File: config.mk
export PLATFORM = sky130hd
export DESIGN_NAME = i2c_line_ctrl
export DESIGN_NICKNAME = d
export VERILOG_FILES = /design/src/rtl/i2c_line_pkg.sv /design/src/rtl/i2c_in_sync.sv /design/src/rtl/i2c_bus_mon.sv /design/src/rtl/i2c_cond_gen.sv /design/src/rtl/i2c_line_ctrl.sv
export SDC_FILE = /design/constraint.sdc
export NUM_CORES = 1
export LEC_CHECK = 0
export ABC_AREA = 0
export BUFFER_PORTS_ARGS = -buffer_cell sky130_fd_sc_hd__buf_4
export CORE_UTILIZATION = 25
export DETAILED_ROUTE_END_ITERATION = 10
export PLACE_DENSITY = 0.41
export SLEW_MARGIN = 20
export SYNTH_ARGS = -nofsm -noshare
export SYNTH_HDL_FRONTEND = slang
export SYNTH_SLANG_ARGS = --single-unit
File: constraint.sdc
create_clock -name clk -period 3 [get_ports clk]
set_clock_uncertainty 0.15 [all_clocks]
set_input_delay 0.15 -clock clk [delete_from_list [all_inputs] [get_ports clk]]
set_output_delay 0.15 -clock clk [all_outputs]
set_load 0.05 [all_outputs]
File: src/rtl/i2c_line_pkg.sv
package i2c_line_pkg;
   // Register bit positions (software-visible layout)
   localparam int unsigned BIT_BUSY  = 7;
   localparam int unsigned BIT_GDIS  = 6;
   localparam int unsigned BIT_SDAV  = 5;
   localparam int unsigned BIT_SDAWP = 4;
   localparam int unsigned BIT_SCLM  = 3;
   localparam int unsigned BIT_CRST  = 1;

   typedef enum logic [2:0] {
      GEN_IDLE,
      GEN_S_SETUP,
      GEN_S_HOLD,
      GEN_P_SETUP,
      GEN_P_HOLD
   } gen_state_e;
endpackage

File: src/rtl/i2c_in_sync.sv
module i2c_in_sync #(
   parameter int unsigned STAGES = 2
) (
   input  logic clk,
   input  logic rst_n,
   input  logic d_i,
   output logic q_o
);
   logic [STAGES-1:0] chain_q;

   generate
      if (STAGES < 1) begin : g_bad_stages
         $error("i2c_in_sync: STAGES must be at least 1");
      end
      if (STAGES == 1) begin : g_one
         always_ff @(posedge clk or negedge rst_n) begin
            if (!rst_n) chain_q <= '1;
            else        chain_q <= d_i;
         end
      end else begin : g_chain
         always_ff @(posedge clk or negedge rst_n) begin
            if (!rst_n) chain_q <= '1;
            else        chain_q <= {chain_q[STAGES-2:0], d_i};
         end
      end
   endgenerate

   assign q_o = chain_q[STAGES-1];
endmodule

File: src/rtl/i2c_bus_mon.sv
module i2c_bus_mon (
   input  logic clk,
   input  logic rst_n,
   input  logic clr_i,
   input  logic scl_s_i,
   input  logic sda_s_i,
   output logic busy_o
);
   logic sda_prev_q;
   logic start_det;
   logic stop_det;
   logic busy_q;

   assign start_det = scl_s_i &  sda_prev_q & ~sda_s_i;
   assign stop_det  = scl_s_i & ~sda_prev_q &  sda_s_i;

   always_ff @(posedge clk or negedge rst_n) begin
      if (!rst_n) begin
         sda_prev_q <= 1'b1;
         busy_q     <= 1'b0;
      end else begin
         sda_prev_q <= sda_s_i;
         if (clr_i || stop_det) busy_q <= 1'b0;
         else if (start_det)    busy_q <= 1'b1;
      end
   end

   assign busy_o = busy_q;

   AST_BUSY_ON_START: assert property (@(posedge clk) disable iff (!rst_n)
      start_det && !clr_i |=> busy_o);
   AST_BUSY_OFF_STOP: assert property (@(posedge clk) disable iff (!rst_n)
      stop_det |=> !busy_o);
   AST_BUSY_OFF_CLR: assert property (@(posedge clk) disable iff (!rst_n)
      clr_i |=> !busy_o);
endmodule

File: src/rtl/i2c_cond_gen.sv
module i2c_cond_gen
   import i2c_line_pkg::*;
#(
   parameter int unsigned HALF_CNT = 8
) (
   input  logic clk,
   input  logic rst_n,
   input  logic abort_i,
   input  logic cmd_i,
   input  logic cmd_start_i,
   input  logic ovr_i,
   input  logic ovr_low_i,
   output logic idle_o,
   output logic sda_low_o,
   output logic scl_low_o
);
   localparam int unsigned CNT_W = (HALF_CNT > 2) ? $clog2(HALF_CNT) : 1;
   localparam logic [CNT_W-1:0] CNT_LOAD = CNT_W'(HALF_CNT - 1);

   generate
      if (HALF_CNT < 2) begin : g_bad_half
         $error("i2c_cond_gen: HALF_CNT must be at least 2");
      end
   endgenerate

   gen_state_e       st_q;
   logic [CNT_W-1:0] cnt_q;
   logic             sda_low_q;
   logic             scl_low_q;
   logic             cnt_done;

   assign cnt_done = (cnt_q == '0);

   always_ff @(posedge clk or negedge rst_n) begin
      if (!rst_n) begin
         st_q      <= GEN_IDLE;
         cnt_q     <= '0;
         sda_low_q <= 1'b0;
         scl_low_q <= 1'b0;
      end else if (abort_i) begin
         st_q      <= GEN_IDLE;
         cnt_q     <= '0;
         sda_low_q <= 1'b0;
         scl_low_q <= 1'b0;
      end else begin
         unique case (st_q)
            GEN_IDLE: begin
               if (cmd_i) begin
                  cnt_q <= CNT_LOAD;
                  if (cmd_start_i) begin
                     st_q      <= GEN_S_SETUP;
                     sda_low_q <= 1'b0;
                     scl_low_q <= 1'b0;
                  end else begin
                     st_q      <= GEN_P_SETUP;
                     sda_low_q <= 1'b1;
                     scl_low_q <= 1'b1;
                  end
               end else if (ovr_i) begin
                  sda_low_q <= ovr_low_i;
               end
            end
            GEN_S_SETUP: begin
               if (cnt_done) begin
                  st_q      <= GEN_S_HOLD;
                  sda_low_q <= 1'b1;
                  cnt_q     <= CNT_LOAD;
               end else cnt_q <= cnt_q - 1'b1;
            end
            GEN_S_HOLD: begin
               if (cnt_done) begin
                  st_q      <= GEN_IDLE;
                  scl_low_q <= 1'b1;
               end else cnt_q <= cnt_q - 1'b1;
            end
            GEN_P_SETUP: begin
               if (cnt_done) begin
                  st_q      <= GEN_P_HOLD;
                  scl_low_q <= 1'b0;
                  cnt_q     <= CNT_LOAD;
               end else cnt_q <= cnt_q - 1'b1;
            end
            GEN_P_HOLD: begin
               if (cnt_done) begin
                  st_q      <= GEN_IDLE;
                  sda_low_q <= 1'b0;
               end else cnt_q <= cnt_q - 1'b1;
            end
            default: st_q <= GEN_IDLE;
         endcase
      end
   end

   assign idle_o    = (st_q == GEN_IDLE);
   assign sda_low_o = sda_low_q;
   assign scl_low_o = scl_low_q;

   AST_START_SCL_HIGH: assert property (@(posedge clk) disable iff (!rst_n)
      $rose(sda_low_o) && $past(st_q) == GEN_S_SETUP |-> !scl_low_o);
   AST_STOP_SCL_HIGH: assert property (@(posedge clk) disable iff (!rst_n)
      $fell(sda_low_o) && $past(st_q) == GEN_P_HOLD |-> !scl_low_o);
   AST_BUSY_IGNORES_OVR: assert property (@(posedge clk) disable iff (!rst_n)
      !idle_o && st_q != GEN_S_SETUP && st_q != GEN_P_HOLD && !abort_i |=> $stable(sda_low_o));
endmodule

File: src/rtl/i2c_line_ctrl.sv
module i2c_line_ctrl
   import i2c_line_pkg::*;
#(
   parameter int unsigned HALF_CNT    = 8,
   parameter int unsigned SYNC_STAGES = 2
) (
   input  logic       clk,
   input  logic       rst_n,
   input  logic       reg_we,
   input  logic [7:0] reg_wdata,
   output logic [7:0] reg_rdata,
   input  logic       master_mode,
   input  logic       xfer_active,
   input  logic       scl_i,
   input  logic       sda_i,
   output logic       scl_pull_o,
   output logic       sda_pull_o,
   output logic       xfer_rst_o
);
   logic scl_s;
   logic sda_s;
   logic busy;
   logic gen_idle;
   logic soft_rst;
   logic gen_cmd;
   logic ovr_wr;
   logic xfer_rst_q;
   logic unused_wbits;

   assign unused_wbits = ^{reg_wdata[BIT_SCLM], reg_wdata[2], reg_wdata[0]};

   assign soft_rst = reg_we & reg_wdata[BIT_CRST];
   assign gen_cmd  = reg_we & ~reg_wdata[BIT_CRST] & ~reg_wdata[BIT_GDIS]
                   & master_mode & gen_idle;
   assign ovr_wr   = reg_we & ~reg_wdata[BIT_CRST] & ~reg_wdata[BIT_SDAWP]
                   & ~xfer_active & gen_idle & ~gen_cmd;

   i2c_in_sync #(.STAGES(SYNC_STAGES)) i_sync_scl (
      .clk(clk), .rst_n(rst_n), .d_i(scl_i), .q_o(scl_s));
   i2c_in_sync #(.STAGES(SYNC_STAGES)) i_sync_sda (
      .clk(clk), .rst_n(rst_n), .d_i(sda_i), .q_o(sda_s));

   i2c_bus_mon i_mon (
      .clk(clk), .rst_n(rst_n), .clr_i(soft_rst),
      .scl_s_i(scl_s), .sda_s_i(sda_s), .busy_o(busy));

   i2c_cond_gen #(.HALF_CNT(HALF_CNT)) i_gen (
      .clk(clk), .rst_n(rst_n), .abort_i(soft_rst),
      .cmd_i(gen_cmd), .cmd_start_i(reg_wdata[BIT_BUSY]),
      .ovr_i(ovr_wr), .ovr_low_i(~reg_wdata[BIT_SDAV]),
      .idle_o(gen_idle), .sda_low_o(sda_pull_o), .scl_low_o(scl_pull_o));

   always_ff @(posedge clk or negedge rst_n) begin
      if (!rst_n) xfer_rst_q <= 1'b0;
      else        xfer_rst_q <= soft_rst;
   end
   assign xfer_rst_o = xfer_rst_q;

   always_comb begin
      reg_rdata            = 8'b0101_0101;
      reg_rdata[BIT_BUSY]  = busy;
      reg_rdata[BIT_SDAV]  = ~sda_pull_o;
      reg_rdata[BIT_SCLM]  = scl_s;
   end

   AST_SOFT_RST_PULSE: assert property (@(posedge clk) disable iff (!rst_n)
      soft_rst |=> xfer_rst_o && !sda_pull_o && !scl_pull_o);
   AST_SOFT_RST_ONE: assert property (@(posedge clk) disable iff (!rst_n)
      xfer_rst_o && !soft_rst |=> !xfer_rst_o);
   AST_PROTECT_HOLDS: assert property (@(posedge clk) disable iff (!rst_n)
      reg_we && reg_wdata[BIT_SDAWP] && reg_wdata[BIT_GDIS] && !reg_wdata[BIT_CRST]
      && gen_idle |=> $stable(sda_pull_o));
   AST_XFER_BLOCKS_OVR: assert property (@(posedge clk) disable iff (!rst_n)
      reg_we && xfer_active && reg_wdata[BIT_GDIS] && !reg_wdata[BIT_CRST]
      && gen_idle |=> $stable(sda_pull_o));
   AST_SLAVE_NO_GEN: assert property (@(posedge clk) disable iff (!rst_n)
      reg_we && !master_mode && !reg_wdata[BIT_CRST] && gen_idle |=> gen_idle);
endmodule

# After elaboration in Yosys (flattened, before gate mapping)
# Cells that the tools add are included.
dict set report totals {
  elab_cells 81
  out_inout_bits 11
  ff_bits 15
  in_bits 15
}
dict set report classes {
  mux 24
  n_reduce_logical 13
  eq_ne 12
  bitwise_logic 22
  addsub 1
}
# cell count
set op_table {}
lappend op_table {{$mux W3} 9}
lappend op_table {{$and A1 B1 Y1} 13}
lappend op_table {{$ne A3 B2 Y1 const B} 4}
lappend op_table {{$pmux W3 S4} 1}
lappend op_table {{$reduce_and A4 Y1} 3}
lappend op_table {{$reduce_bool A4 Y1} 3}
lappend op_table {{$mux W1} 10}
lappend op_table {{$not A1 Y1} 9}
lappend op_table {{$pmux W3 S3} 1}
lappend op_table {{$eq A3 B2 Y1 const B} 2}
lappend op_table {{$logic_not A3 Y1} 2}
lappend op_table {{$ne A3 B1 Y1 const B} 2}
lappend op_table {{$pmux W1 S3} 2}
lappend op_table {{$ne A4 B1 Y1 const B} 1}
lappend op_table {{$reduce_or A2 Y1} 2}
lappend op_table {{$eq A3 B1 Y1 const B} 1}
lappend op_table {{$eq A3 B3 Y1 const B} 1}
lappend op_table {{$ne A3 B3 Y1 const B} 1}
lappend op_table {{$reduce_and A3 Y1} 1}
lappend op_table {{$sub A3 B1 Y3 const B} 1}
lappend op_table {{$mux W2} 1}
lappend op_table {{$reduce_bool A2 Y1} 1}
lappend op_table {{$logic_or A1 B1 Y1} 1}

# Depth between registers and ports, before layout
# Gate-level depths: netlist of the first run.
dict set report logic_depth {
  word_depth 11
  ltp_mapped 8
  depth_no_buf 7
}

# By module
# Synthesis of the first run repeated with hierarchy kept, for this count alone.
dict set report unflattened {
  cells_unflattened 97
  hier_area_um2 908.4
}
# mod instances seq_area_each_um2 area_per_inst_um2 cells_per_inst
set modules_own_cells {}
lappend modules_own_cells {i2c_cond_gen 1 200.2 583.1 69}
lappend modules_own_cells {i2c_line_ctrl 1 25.0 145.1 17}
lappend modules_own_cells {i2c_in_sync 2 52.6 52.6 2}
lappend modules_own_cells {i2c_bus_mon 1 51.3 75.1 7}

# Worst setup path before layout of the first run
# Ideal clock, no wire load.
dict set report synth_path {
  kind {flip-flop to flip-flop}
  start {register i_gen.cnt_q[0]}
  end {register i_gen.cnt_q[0]}
  n_path_buf 1
  stages_incl_launch_ff 8
  setup_slack_ns 1.284
  synth_period_minus_slack_ns 1.716
  arrival_time_ns 1.439
  setup_ns 0.127
  t_required_ns 2.723
  cell_sequence {dfrtp_1 -> inv_1 -> ha_1 -> ha_1 -> buf_2 -> o21ai_0 -> a31oi_1 -> mux2_1}
}
dict set report synth_between {
  elab_chain_len 4
  elab_cells_between_ends 8
  cone_classes {add/sub (1); eq/ne (1); mux (4); reduce/logical (2)}
}
# element line_no
set synth_rtl {}
lappend synth_rtl {{start: declaration} i2c_cond_gen.sv:27} ;# logic [CNT_W-1:0] cnt_q;
lappend synth_rtl {{start signal: assignment} i2c_cond_gen.sv:68} ;# end else cnt_q <= cnt_q - 1'b1;
lappend synth_rtl {{start signal: assignment} i2c_cond_gen.sv:74} ;# end else cnt_q <= cnt_q - 1'b1;
lappend synth_rtl {{start signal: assignment} i2c_cond_gen.sv:81} ;# end else cnt_q <= cnt_q - 1'b1;
lappend synth_rtl {{$sub A3 B1 Y3 / $logic_not A3 Y1 (equally long branches)} -}
lappend synth_rtl {{$mux W3, on equally long branches} -}
lappend synth_rtl {{$pmux W3 S3} i2c_cond_gen.sv:46} ;# unique case (st_q)
lappend synth_rtl {{$mux W3} i2c_cond_gen.sv:40} ;# end else if (abort_i) begin
# Parallel ways exist; a longest one is shown, timed or not. The select of a mux whose other input is x is not followed.
# A chain may end at the register's enable or synchronous reset.

# Final worst setup path of the first run
# Same ends and word-level chain as after synthesis.

==> summary.log, run 1 <==
qor: status.outcome completed
qor: logic_synthesis.synth_area 878 sq um
qor: route.routed_wire_length_per_instance 11.0 microns
qor: logic_synthesis.yosys_most_used_dff dfrtp_1
qor: logic_synthesis.yosysTopAreaCellShare 28.5%
qor: place.place.detailed.hpwl 1.14 mm
qor: pwr.leakage 0.455 nW
qor: route.wl 1.59 mm
qor: global_route.groute.usage.overall 10.2%
qor: floorplan.ios 26
qor: sta.worst_hold_slack 0.0305 ns
qor: floorplan.die_w 61.3 microns
qor: floorplan.initial_core_utilization 26.1%
qor: route.drc 0
qor: logic_synthesis.yosys_warnings 0
qor: logic_synthesis.synth_seq_area_share 43.4%
qor: setup_path.worst-path-max-fanout 9
qor: floorplan.dieHeight 61.3 microns
qor: logic_synthesis.postSynthCellCount 84
qor: logic_synthesis.synth_area_leaders dfrtp_1 (28%), dfstp_2 (15%), buf_4 (6.0%)
qor: sta.fmax 0.518 GHz
qor: pwr.finalPower 652 uW
qor: sta.timing.setup.tns 0 ns
qor: global_route.wire_length_of_the_first_global_routing_pass 2.68 mm
qor: route.vias 657
qor: sta.slew_violations 0
qor: final_layout.design_area 1040 sq um
qor: clocking.clkLatencyLatePin 0.28 ns
qor: logic_synthesis.synth_seq_cells 15
qor: final_layout.area.growth.synth_to_final 17.9%
qor: global_route.grt_overflow 0
qor: sta.timing.slew.headroom 65.4%
qor: place.port_buffers 17
qor: global_route.first_global_vias 567
qor: sta.report.final.hold_viol_count 0
qor: route.drt_first_iter_violations 19
qor: final_layout.final_core_utilization 30.8%
qor: clocking.clkSinkCount 15
qor: sta.rsz0062_at_grt false
qor: floorplan.rows 21
qor: setup_path.critPathRequiredTime 3.02 ns
qor: place.place_congestion 0.741
qor: sta.tightestPinTransition 0.518 ns
qor: sta.count_of_final_setup_violators 0
qor: job.maxCapViolCount 0
qor: setup_path.reg2reg_setup_slack 1.07 ns
qor: logic_synthesis.yosys.area.top_type dfrtp_1
qor: final_layout.layout_common_cells buf_4 (17), dfrtp_1 (10), inv_1 (5), conb_1 (5), dfstp_2 (5)
qor: worst_hold_path.timing.hold.worst_path_depth 3
qor: clocking.clock_path_buffers 2
qor: floorplan.core_area 3360 sq um
qor: global_route.antenna_found_initial 0
qor: final_layout.final_nets 117
qor: logic_synthesis.unique_masters_post_synth 40
qor: route.vias_per_cell 4.53
qor: clocking.cts_htree_levels 1
qor: final_layout.layout_cell_share_with_drive_strength_beyond_1 32.3%
qor: route.drt_pass1_iterations 4
qor: logic_synthesis.post_synth.cell_area_avg 10.5 sq um
qor: setup_path.setup.worst_path.end_class flop
qor: final_layout.number_of_diodes 0
qor: logic_synthesis.synth_enable_flop_cells 0
qor: sta.layout_min_cycle_time 1.93 ns
qor: floorplan.fp.dieArea 3750 sq um
qor: setup_path.critPathKind reg -> reg
qor: setup_path.crit_arrival 1.95 ns
qor: clocking.num_cts_buffers 3
qor: logic_synthesis.ys_async_sr_fraction 100%
qor: pwr.p_per_area 630 nW/um^2
qor: place.post_dp_cell_area 978 sq um
qor: clocking.worst_setup_hold_path_clk_slew 0.09 ns
qor: clocking.post_cts_buffers 0
qor: setup_path.critPathLaunchType flop
qor: worst_hold_path.holdCritPathClass in -> reg
qor: clocking.cts_tree built
qor: route.ant_nets 0
qor: final_layout.commonest_non_fill_non_tap_cell_in_the_layout buf_4
qor: pwr.peakVddDrop 0.239 mV
qor: clocking.clock_tree.root_cell clkbuf_4
qor: setup_path.reg2regPathDepth 7
qor: global_route.grt_start_max_net_pins 17
qor: sta.final.period_utilization 64.3%
==> worst max-delay path, stage by stage (launching register included) <==
cell	delay, ns
dfrtp_1	0.41
inv_1	0.06
ha_1	0.14
ha_1	0.31
nor2b_1	0.08
o21bai_1	0.17
nand3_2	0.15
mux2_1	0.34
==> per-layer routing <==
metal	up-vias	part of all wire, %	GRT usage (%)
met4	0	1.8	6.82
met2	21	43	14.4
li1	318	-	-
met5	-	0	0
met1	316	51	13.7
met3	2	3.8	2.52
==> layout make-up <==
class                           count  area [sq um]
Fill cell                         379          2330
Clock buffer                        3          22.5
Clock inverter                      1          5.00
Timing Repair Buffer               20           158
Multi-Input combinational cell     54           389
Inverter                            6          22.5
Sequential cell                    15           382
Tap cell                           46          57.6
==> cell usage after synthesis (all sizes together), types with 3 or more instances <==
library cell / n
a21oi: 4
dfrtp: 10
mux2: 4
buf: 12
a31oi: 3
inv: 6
nor2: 4
nand2: 3
dfstp: 5
==> stage by stage <==
| step | std cells | worst slack, ns |
|---|---|---|
| after floorplan | 87 | 1.28 |
| after global placement | 138 | 1.12 |
| after detailed placement | 138 | 1.09 |
| after CTS | 145 | 1.08 |
| after global routing | 145 | 0.874 |
| final | 145 | 1.07 |
==> sequential cells by signal (all words and copies together), names as in the netlist <==
| register | flops |
|---|---|
| i_gen.cnt_q | 3 |
| i_gen.st_q | 3 |
| i_sync_scl.chain_q | 2 |
| i_sync_sda.chain_q | 2 |
| i_gen.scl_low_o | 1 |
| i_gen.sda_low_o | 1 |
| i_mon.busy_o | 1 |
| i_mon.sda_prev_q | 1 |
| xfer_rst_o | 1 |
==> timing repair <==
item                                    CTS  global route
gates resized for setup                   0             0
endpoints found under the hold margin    17             0
endpoints found under the setup margin    0             0
hold buffers                              3             0
==> worst paths after layout <==
path / end / startpoint
max: i_gen.cnt_q[0] / i_gen.cnt_q[0]
min: i_gen.scl_low_o / reg_wdata[7]
max reg2reg: i_gen.cnt_q[0] / i_gen.cnt_q[0]
min reg2reg: i_sync_scl.chain_q[1] / i_sync_scl.chain_q[0]
max in group asynchronous: i_mon.sda_prev_q / rst_n
min in group asynchronous: i_gen.sda_low_o / rst_n
==> report_power, final <==
part / internal, mW / total, mW / switching (mW)
logic: 0.101 / 0.263 / 0.162
registers: 0.242 / 0.275 / 0.0324
clock network: 0.0495 / 0.115 / 0.0653
==> kinds of logic after synthesis <==
logic type               after synthesis  share of synthesized area (%)
AND/OR/NAND/NOR                       22                           17.0
other                                  2                          0.855
flip-flops                            15                           43.4
XOR/XNOR                               2                           1.99
buffers and inverters                 18                           13.5
multiplexers                           5                           6.27
AO/OA/AOI/OAI                         18                           14.1
adder cells (fa/ha/maj)                2                           2.85
Note: power is estimated with default switching activity, not from simulation.
==> run 2, diff against run 1 <==
==> constraint.sdc (replaced) <==
create_clock -name clk -period 1.8 [get_ports clk]
set_clock_uncertainty 0.15 [all_clocks]
set_input_delay 0.09 -clock clk [delete_from_list [all_inputs] [get_ports clk]]
set_output_delay 0.09 -clock clk [all_outputs]
set_load 0.05 [all_outputs]
==> run 2 against run 1 <==
  * Worst hold slack barely moved
  * Sequential cell count did not move
  * Sequential share of layout area fell by 3.1 points
  * Cell area rose by 9.2%
  * Sequential power rose by 65%
  * Register-to-register slack got worse by 0.98 ns
  * Utilization rose by 2.8 points
  * Count of clock-buffer cells in the layout did not move
  * First-iteration DRC count fell by 58%
  * Critical path type unchanged
  * Largest power group is now combinational cells
==> summary.log, run 2 (same netlist as run 1, synthesis figures left out) <==
qor: final_layout.num-fill-cells 361
qor: pwr.finalPower 1.18 mW
qor: place.pre_cts_ws -0.0812 ns
qor: final_layout.instances_no_fill 153
qor: global_route.use_met1 13.5%
qor: setup_path.cp_cell_sequence inv_2 -> ha_4 -> ha_4 -> nor2b_1 -> o21bai_1 -> nand3_2 -> mux2_1
qor: global_route.grt_start_max_net_pins 17
qor: final_layout.layout.area.seq 382 sq um
qor: pwr.p_sw 464 uW
qor: pwr.leakage 0.483 nW
qor: status.outcome completed
qor: final_layout.area.growth.synth_to_final 28.8%
qor: place.place.detailed.hpwl 1.19 mm
qor: floorplan.initial_core_utilization 26.1%
qor: setup_path.crit_family flip-flops
qor: final_layout.multi_input_area 417 sq um
qor: clocking.clkLatencyLatePin 0.28 ns
qor: clocking.clock_tree.root_cell clkbuf_4
qor: setup_path.critPathRequiredTime 1.82 ns
qor: setup_path.slowest_stage dfrtp_1
qor: global_route.first_global_vias 642
qor: setup_path.setup.worst_path.end_class flop
qor: pwr.seqPwrFrac 38.3%
qor: global_route.groute.usage.overall 10.6%
qor: place.placed_cell_count 143
qor: sta.final.period_utilization 94.8%
qor: clocking.num_cts_buffers 3
qor: pwr.p_per_area 1040 nW/um^2
qor: pwr.clkPwrFrac 16.7%
qor: global_route.wire_length_of_the_first_global_routing_pass 2.83 mm
qor: floorplan.core_area 3360 sq um
qor: sta.report.final.hold_viol_count 0
qor: final_layout.layout_common_cells buf_4 (23), dfrtp_1 (10), conb_1 (5), dlygate4sd3_1 (5), dfstp_2 (5)
qor: floorplan.fp.dieArea 3750 sq um
qor: global_route.grt_overflow 0
qor: place.post_dp_cell_area 1020 sq um
qor: clocking.cts_tree built
qor: final_layout.commonest_non_fill_non_tap_cell_in_the_layout buf_4
qor: clocking.clock_path_buffers 2
qor: pwr.peakVddDrop 0.387 mV
qor: route.drt_pass1_iterations 4
qor: setup_path.worst-path-max-fanout 7
qor: sta.timing.slew.headroom 65.9%
qor: final_layout.number_of_diodes 0
qor: final_layout.layout_cell_share_with_drive_strength_beyond_1 40.2%
qor: route.wl 1.65 mm
qor: place.place_congestion 0.752
qor: pwr.power.share.switching 39.3%
qor: global_route.met2_usage 16.5%
qor: final_layout.final_nets 125
qor: route.vias 683
qor: worst_hold_path.holdCritPathClass in -> async
qor: final_layout.design_area 1130 sq um
qor: sta.layout_min_cycle_time 1.71 ns
qor: route.ant_nets 0
qor: clocking.worst_setup_hold_path_clk_slew 0.09 ns
qor: setup_path.cpMostUsedCell ha_4
qor: setup_path.timing.critical_path.slowest_cell_delay 0.39 ns
qor: sta.tightestPinTransition 0.511 ns
qor: sta.slew_violations 0
qor: sta.fmax 0.586 GHz
qor: route.vias_per_cell 4.46
qor: clocking.cts_htree_levels 1
qor: pwr.p_int 717 uW
qor: global_route.grt_most_used_layer met2
qor: sta.rsz0062_at_grt true
qor: setup_path.crit_arrival 1.73 ns
qor: floorplan.ios 26
qor: setup_path.critPathLaunchType flop
qor: final_layout.biggestRegsByFlops i_gen.cnt_q x3, i_gen.st_q x3
qor: final_layout.final_core_utilization 33.6%
qor: sta.post-route-worst-setup-slack 0.0930 ns
qor: route.drt_first_iter_violations 8
qor: clocking.clkSinkCount 15
qor: global_route.grt_util_met3 2.52%
qor: place.port_buffers 17
qor: job.maxCapViolCount 0
qor: floorplan.rows 21
qor: route.routed_wire_length_per_instance 10.8 microns
qor: floorplan.dieHeight 61.3 microns
qor: sta.count_of_final_setup_violators 0
qor: setup_path.critPathKind reg -> reg
qor: floorplan.die_w 61.3 microns
qor: pwr.share_comb_of_total_power 45.0%
qor: route.drc 0
qor: setup_path.critPathBufInv 1
qor: global_route.antenna_found_initial 0
-- run 2: per-layer routing --
metal | wire length [microns] | up-vias | share of wire [%]
met5 | 0 | - | 0
met4 | 36 | 0 | 2.2
met3 | 58 | 4 | 3.5
met2 | 782 | 19 | 48
met1 | 768 | 327 | 47
li1 | - | 333 | -
-- run 2: worst register-to-register path, stage by stage (launching register included) --
cell,delay [ns]
dfrtp_1,0.39
inv_2,0.07
ha_4,0.14
ha_4,0.16
nor2b_1,0.05
o21bai_1,0.17
nand3_2,0.14
mux2_1,0.33
-- run 2: area by class of cell --
type                       instances  area share (%)
clock buffer                       3            1.99
sequential                        15            33.7
tap                               46            5.09
timing repair buffer              28            19.7
clock inverter                     1           0.664
inverter                           6            1.99
multi-input combinational         54            36.8
-- run 2: power by group through the flow --
stage | combinational, mW | clock, mW | sequential [mW]
after floorplan | 0.309 | 0 | 0.492
after global placement | 0.476 | 0 | 0.453
final | 0.531 | 0.197 | 0.453
after detailed placement | 0.479 | 0 | 0.455
after global routing | 0.581 | 0.228 | 0.464
after CTS | 0.506 | 0.211 | 0.449
-- run 2: per-stage QoR --
step / TNS (ns) / hold WS, ns
after floorplan: 0 / -0.356
after global placement: -0.138 / -0.194
after detailed placement: -0.242 / -0.196
after CTS: 0 / 0.0284
after global routing: -0.00713 / 0.0370
final: 0 / 0.0308
-- run 2: what timing repair did --
action,4_1_cts,5_1_grt
resized for setup,2,5
setup buffers,0,1
endpoints found under the hold margin,19,0
pin swaps,0,4
setup endpoints to repair,4,4
hold buffers,5,0
-- run 2: final timing paths --
kind / depth (start not counted) / endpoint / slack, ns / startpoint
max: 7 / i_gen.cnt_q[1] / 0.09 / i_gen.cnt_q[1]
min: 2 / i_mon.busy_o / 0.03 / rst_n
max reg2reg: 7 / i_gen.cnt_q[1] / 0.09 / i_gen.cnt_q[1]
min reg2reg: 0 / i_sync_scl.chain_q[1] / 0.21 / i_sync_scl.chain_q[0]
max in group asynchronous: 2 / i_sync_sda.chain_q[0] / 1.23 / rst_n
min in group clk: 4 / i_gen.sda_low_o / 0.07 / reg_wdata[1]
